$ cat src/rtl/lb_pkg.sv
package lb_pkg;
  typedef enum logic [1:0] {
    PH_ADDR = 2'd0,
    PH_LO   = 2'd1,
    PH_HI   = 2'd2
  } phase_t;
endpackage

$ cat src/rtl/lb_sync_edge.sv
// Brings the strobe and its companion bus into the clock domain and
// flags the strobe's falling and rising transitions.
module lb_sync_edge #(
  parameter int W      = 10,
  parameter int STAGES = 2
) (
  input  logic         clk,
  input  logic         rst,
  input  logic         strobe_n,
  input  logic [W-1:0] bus,
  output logic         fall,
  output logic         rise,
  output logic [W-1:0] bus_s
);
  localparam int VW = W + 1;
  localparam logic [VW-1:0] IDLE = {1'b1, {W{1'b0}}};

  logic [VW-1:0] stg [STAGES];
  logic          prev_q;

  always_ff @(posedge clk) begin
    if (rst) stg[0] <= IDLE;
    else     stg[0] <= {strobe_n, bus};
  end

  for (genvar i = 1; i < STAGES; i++) begin : g_stage
    always_ff @(posedge clk) begin
      if (rst) stg[i] <= IDLE;
      else     stg[i] <= stg[i-1];
    end
  end

  always_ff @(posedge clk) begin
    if (rst) prev_q <= 1'b1;
    else     prev_q <= stg[STAGES-1][W];
  end

  assign fall  =  prev_q & ~stg[STAGES-1][W];
  assign rise  = ~prev_q &  stg[STAGES-1][W];
  assign bus_s =  stg[STAGES-1][W-1:0];


  no_double_edge_chk: assert property (@(posedge clk) disable iff (rst)
    fall |=> !fall);
endmodule

$ cat src/rtl/lb_seq.sv
// Cycle-kind latch, address counter, mode bit and low-byte staging.
module lb_seq
  import lb_pkg::*;
#(
  parameter int BW       = 8,
  parameter int AW       = 6,
  parameter int LAST_REG = 18
) (
  input  logic            clk,
  input  logic            rst,
  input  logic            fall,
  input  logic            rise,
  input  logic            sel_addr,
  input  logic            sel_hi,
  input  logic [BW-1:0]   data,
  input  logic            accept,
  output logic            push,
  output logic [AW-1:0]   push_addr,
  output logic [2*BW-1:0] push_data
);
  localparam logic [AW-1:0] LAST_A = AW'(LAST_REG);
  localparam logic [AW-1:0] ONE_A  = AW'(1);

  phase_t        phase_q;
  logic          auto_q;
  logic [AW-1:0] addr_q;
  logic [BW-1:0] stage_q;
  logic          hi_done;

  assign hi_done = rise && (phase_q == PH_HI) && accept;

  always_ff @(posedge clk) begin
    if (rst) begin
      phase_q <= PH_LO;
      auto_q  <= 1'b0;
      addr_q  <= '0;
      stage_q <= '0;
    end else begin
      if (fall) begin
        if (sel_addr) begin
          phase_q <= PH_ADDR;
          auto_q  <= sel_hi;
        end else begin
          phase_q <= sel_hi ? PH_HI : PH_LO;
        end
      end
      if (rise) begin
        unique case (phase_q)
          PH_ADDR: addr_q  <= data[AW-1:0];
          PH_LO:   stage_q <= data;
          PH_HI:   if (accept && auto_q) addr_q <= addr_q + ONE_A;
          default: ;
        endcase
      end
    end
  end

  assign push      = hi_done && (addr_q <= LAST_A);
  assign push_addr = addr_q;
  assign push_data = {data, stage_q};


  mode_hold_chk: assert property (@(posedge clk) disable iff (rst)
    !fall |=> $stable(auto_q));

  manual_addr_hold_chk: assert property (@(posedge clk) disable iff (rst)
    (rise && phase_q == PH_HI && !auto_q) |=> $stable(addr_q));

  auto_step_chk: assert property (@(posedge clk) disable iff (rst)
    (hi_done && auto_q) |=> addr_q == AW'($past(addr_q) + ONE_A));

  lo_no_step_chk: assert property (@(posedge clk) disable iff (rst)
    (rise && phase_q == PH_LO) |=> $stable(addr_q));

  drop_hold_chk: assert property (@(posedge clk) disable iff (rst)
    (rise && phase_q == PH_HI && !accept) |=> $stable(addr_q));
endmodule

$ cat src/rtl/lb_wr_reg.sv
// One-word output holding register with a valid/ready handshake.
module lb_wr_reg #(
  parameter int AW       = 6,
  parameter int DW       = 16,
  parameter int LAST_REG = 18
) (
  input  logic          clk,
  input  logic          rst,
  input  logic          push,
  input  logic [AW-1:0] push_addr,
  input  logic [DW-1:0] push_data,
  output logic          can_accept,
  output logic          wr_valid,
  input  logic          wr_ready,
  output logic [AW-1:0] wr_addr,
  output logic [DW-1:0] wr_data
);
  always_ff @(posedge clk) begin
    if (rst) begin
      wr_valid <= 1'b0;
      wr_addr  <= '0;
      wr_data  <= '0;
    end else if (push && !wr_valid) begin
      wr_valid <= 1'b1;
      wr_addr  <= push_addr;
      wr_data  <= push_data;
    end else if (wr_ready) begin
      wr_valid <= 1'b0;
    end
  end

  assign can_accept = !wr_valid;


  out_hold_chk: assert property (@(posedge clk) disable iff (rst)
    (wr_valid && !wr_ready) |=> (wr_valid && $stable(wr_addr) && $stable(wr_data)));

  out_range_chk: assert property (@(posedge clk) disable iff (rst)
    wr_valid |-> (wr_addr <= AW'(LAST_REG)));
endmodule

$ cat src/rtl/lb_loader.sv
module lb_loader #(
  parameter int BW          = 8,
  parameter int AW          = 6,
  parameter int LAST_REG    = 18,
  parameter int SYNC_STAGES = 2
) (
  input  logic            clk,
  input  logic            rst,
  input  logic            ld_n,
  input  logic            ld_sel_addr,
  input  logic            ld_sel_hi,
  input  logic [BW-1:0]   ld_data,
  output logic            ld_ready,
  output logic            wr_valid,
  input  logic            wr_ready,
  output logic [AW-1:0]   wr_addr,
  output logic [2*BW-1:0] wr_data
);
  localparam int DW = 2 * BW;
  localparam int SW = BW + 2;

  logic          fall, rise, sel_addr_s, sel_hi_s, accept, push;
  logic [BW-1:0] data_s;
  logic [AW-1:0] push_addr;
  logic [DW-1:0] push_data;

  lb_sync_edge #(.W(SW), .STAGES(SYNC_STAGES)) u_sync (
    .clk(clk), .rst(rst), .strobe_n(ld_n),
    .bus({ld_sel_addr, ld_sel_hi, ld_data}),
    .fall(fall), .rise(rise),
    .bus_s({sel_addr_s, sel_hi_s, data_s})
  );

  lb_seq #(.BW(BW), .AW(AW), .LAST_REG(LAST_REG)) u_seq (
    .clk(clk), .rst(rst), .fall(fall), .rise(rise),
    .sel_addr(sel_addr_s), .sel_hi(sel_hi_s), .data(data_s),
    .accept(accept), .push(push), .push_addr(push_addr), .push_data(push_data)
  );

  lb_wr_reg #(.AW(AW), .DW(DW), .LAST_REG(LAST_REG)) u_out (
    .clk(clk), .rst(rst), .push(push), .push_addr(push_addr),
    .push_data(push_data), .can_accept(accept),
    .wr_valid(wr_valid), .wr_ready(wr_ready),
    .wr_addr(wr_addr), .wr_data(wr_data)
  );

  assign ld_ready = accept;


  reset_idle_chk: assert property (@(posedge clk)
    $past(rst) |-> !wr_valid);
endmodule

$ cat config.mk
export PLATFORM = sky130hd
export DESIGN_NAME = lb_loader
export DESIGN_NICKNAME = d
export VERILOG_FILES = /design/src/rtl/lb_pkg.sv /design/src/rtl/lb_sync_edge.sv /design/src/rtl/lb_seq.sv /design/src/rtl/lb_wr_reg.sv /design/src/rtl/lb_loader.sv
export SDC_FILE = /design/constraint.sdc
export NUM_CORES = 1
export LEC_CHECK = 0
export BUFFER_PORTS_ARGS = -buffer_cell sky130_fd_sc_hd__buf_4
export CAP_MARGIN = 15
export CORE_ASPECT_RATIO = 0.75
export CORE_MARGIN = 1
export CORE_UTILIZATION = 30
export CTS_CLUSTER_DIAMETER = 200
export DETAILED_ROUTE_END_ITERATION = 10
export MAX_ROUTING_LAYER = met4
export PLACE_DENSITY = 0.54
export SLEW_MARGIN = 5
export SYNTH_ARGS = -nofsm -noshare
export SYNTH_HDL_FRONTEND = slang
export SYNTH_SLANG_ARGS = --single-unit
$ cat constraint.sdc
create_clock -name clk -period 1.65 [get_ports clk]
set_clock_uncertainty 0.05 [all_clocks]
set_input_delay 0.0825 -clock clk [delete_from_list [all_inputs] [get_ports clk]]
set_output_delay 0.0825 -clock clk [all_outputs]
set_load 0.01 [all_outputs]
==> flow_metrics.tcl <==
set metrics [dict create \
    drv_cap 0 \
    crit_arrival_ns 1.82 \
    syn_inst 237 \
    synth_top_cell_area_share_pct 51.5 \
    die_area_sq_mm 0.00854 \
    synth.avg_cell_area_sq_um 10.3 \
    layout-drive-gt1-share_pct 27.9 \
    dieWidth_um 106 \
    cts_sinks 63 \
    clock_path_buffers 2 \
    synth_area_leader_cell "dfxtp_1" \
    worst_slew_pin_slew_ns 0.701 \
    layout.nets 316 \
    routed_wirelength_mm 5.04 \
    antenna_found_initial 0 \
    finalSetupViolCount 0 \
    final_antenna_net_count 0 \
    cts_made_buffers 9 \
    synth-seq-cells 63 \
    design_area_sq_mm 0.00334 \
    synthTopCellsByArea "dfxtp_1 (51%), mux2i_1 (13%), nand2b_1 (12%)" \
    start_util_pct 31.0 \
    p_leak_nw 1.25 \
    grt_pass1_wl_mm 7.98 \
    final_cell_mix "dfxtp_1 (59), buf_4 (50), nand2b_1 (46), mux2i_1 (31), nor2b_1 (21)" \
    final_util_pct 42.1 \
    post_drt_via_cell_ratio 4.26 \
    drtPass1Iterations 7 \
    path_clk_slew_ns 0.07 \
    placed_cells 376 \
    pin_count 38 \
    vias 1746 \
    grt_pass1_vias 1622 \
    grt_max_degree 85 \
    yosysUniqueCellTypes 34 \
    hold_viol 0 \
    wire_per_inst_um 12.3 \
    total_power_mw 3.17 \
    crit_required_ns 1.87 \
    hpwl_mm 3.05 \
    critPathLaunchType "register" \
    cts_tree "built" \
    drc 1 \
    relSlewSlack_pct 53.3 \
    status "finished with violations" \
    ys_seq_area_share_pct 51.5 \
    crit_path_end_kind "register" \
    timing.final.crit_share_pct 97.0 \
    synth_area_sq_mm 0.00245 \
    cts-root-buf "clkbuf_8" \
    gp_congestion 0.743 \
    core_sq_mm 0.00792 \
    yosysWarnings 0 \
    violations "DRC" \
    grt-ovfl-total 0 \
    drt_iter0_drc 62 \
    fin_crit_ns 1.60 \
    die_h_um 80.3 \
    crit_fanout 5 \
    h-tree-depth 3 \
    power_density_mw_per_mm2 951 \
    diodes 0 \
    slew_viol_final 0 \
    grt_usage_pct 13.0 \
    rsz0062_at_grt "yes" \
    synth.net_count 253 \
    path_class "reg -> reg" \
    hp-class "in -> reg" \
    fin_cells 410 \
    placed_area_sq_mm 0.00288 \
    rows 28 \
    io_buffers 37 \
    fmax_ghz 0.625 \
    clk_latency_ns 0.34 \
    layout_commonest_cell "dfxtp_1" \
    area_growth_pct 36.1 \
    ir_drop_uv 440 \
]
Yosys cell counts, drive strengths merged:
cell      n
clkbuf    9
and3b     1
nor2     13
and2b     1
nand2     6
nand2b   46
nand3b    1
o22ai     2
a211oi    3
o21ai     2
nand3     4
nor2b    21
inv       5
o2bb2ai   1
o211ai    1
a2111oi   2
dfxtp    63
ha        2
nand4     1
o21ba     1
a211o     1
nor3      1
mux2i    31
a21oi     6
buf       5
or2       3
o32ai     2
nor3b     2
o21a      1
routing by layer:
metal | wire length, um | vias to the layer above | track usage (%)
met2 | 2060 | 42 | 17.0
met3 | 238 | 6 | 5.19
li1 | - | 908 | -
met1 | 2690 | 790 | 17.3
met4 | 57 | 0 | 5.83
met5 | 0 | - | -
worst max-delay path: stages (launching register included):
cell       delay, ns
dfxtp_2         0.33
inv_2           0.06
ha_4            0.12
o21ai_2         0.06
a2111oi_4       0.39
buf_4           0.21
clkbuf_16       0.15
mux2i_1         0.17
power by group:
group          leakage [nW]  switching (mW)  internal (mW)
clock network         0.110           0.623          0.855
logic                 0.628          0.0497         0.0807
registers             0.514          0.0180           1.55
total                  1.25           0.691           2.48
metrics by stage:
| stage | setup TNS (ns) | hold slack [ns] | setup WS, ns |
|---|---|---|---|
| 4_1_cts | 0 | 0.209 | 0.0285 |
| 2_1_floorplan | 0 | 0.136 | 0.00121 |
| 5_1_grt | -0.432 | 0.242 | -0.0466 |
| 3_5_place_dp | -0.00713 | 0.220 | -0.00410 |
| 3_3_place_gp | 0 | 0.218 | 0.0301 |
| 6_report | 0 | 0.219 | 0.0498 |
cell families (layout without fill, tap and decap cells):
| group | count (synthesis) | after routing | synth area share [%] |
|---|---|---|---|
| buffers and inverters | 19 | 87 | 3.78 |
| muxes | 31 | 31 | 12.7 |
| adders and majority gates | 2 | 2 | 1.02 |
| and+or+nand+nor | 100 | 100 | 23.8 |
| AOI/OAI and AO/OA | 22 | 22 | 7.25 |
| DFF | 63 | 63 | 51.5 |
sequential cells by signal, summed over array words and instances (netlist names):
signal           count
u_seq.stage_q        8
u_out.wr_valid       1
u_sync.stg          22
u_seq.push_addr      6
u_out.wr_addr        6
u_seq.auto_q         1
u_sync.prev_q        1
u_out.wr_data       16
u_seq.phase_q        2
timing repair:
item / CTS / global route
setup buffers: 1 / 2
hold buffers: 12 / 0
endpoints found under the hold margin: 12 / 0
setup endpoints to repair: 21 / 21
pin swaps: 1 / 3
resized for setup: 1 / 10
cloned: 1 / 2
area by class of cell:
cell class / count / area, sq um
inverters: 5 / 18.8
multi-input cells: 155 / 1120
clock inverters: 7 / 95.1
fillers: 826 / 4580
well taps: 105 / 131
clock buffers: 9 / 124
flip-flops and latches: 63 / 1270
repair buffers: 66 / 577
worst paths after layout:
kind	startpoint	end	slack, ns	depth (start not counted)
worst max-delay path	u_seq.push_addr[0]	u_out.wr_data[6]	0.05	7
worst min-delay path	rst	u_seq.stage_q[3]	0.22	2
worst max register to register	u_seq.push_addr[0]	u_out.wr_data[6]	0.05	7
worst min register to register	u_sync.stg[0][10]	u_sync.stg[1][10]	0.37	1
No activity file was read; power rests on OpenSTA's default activity.
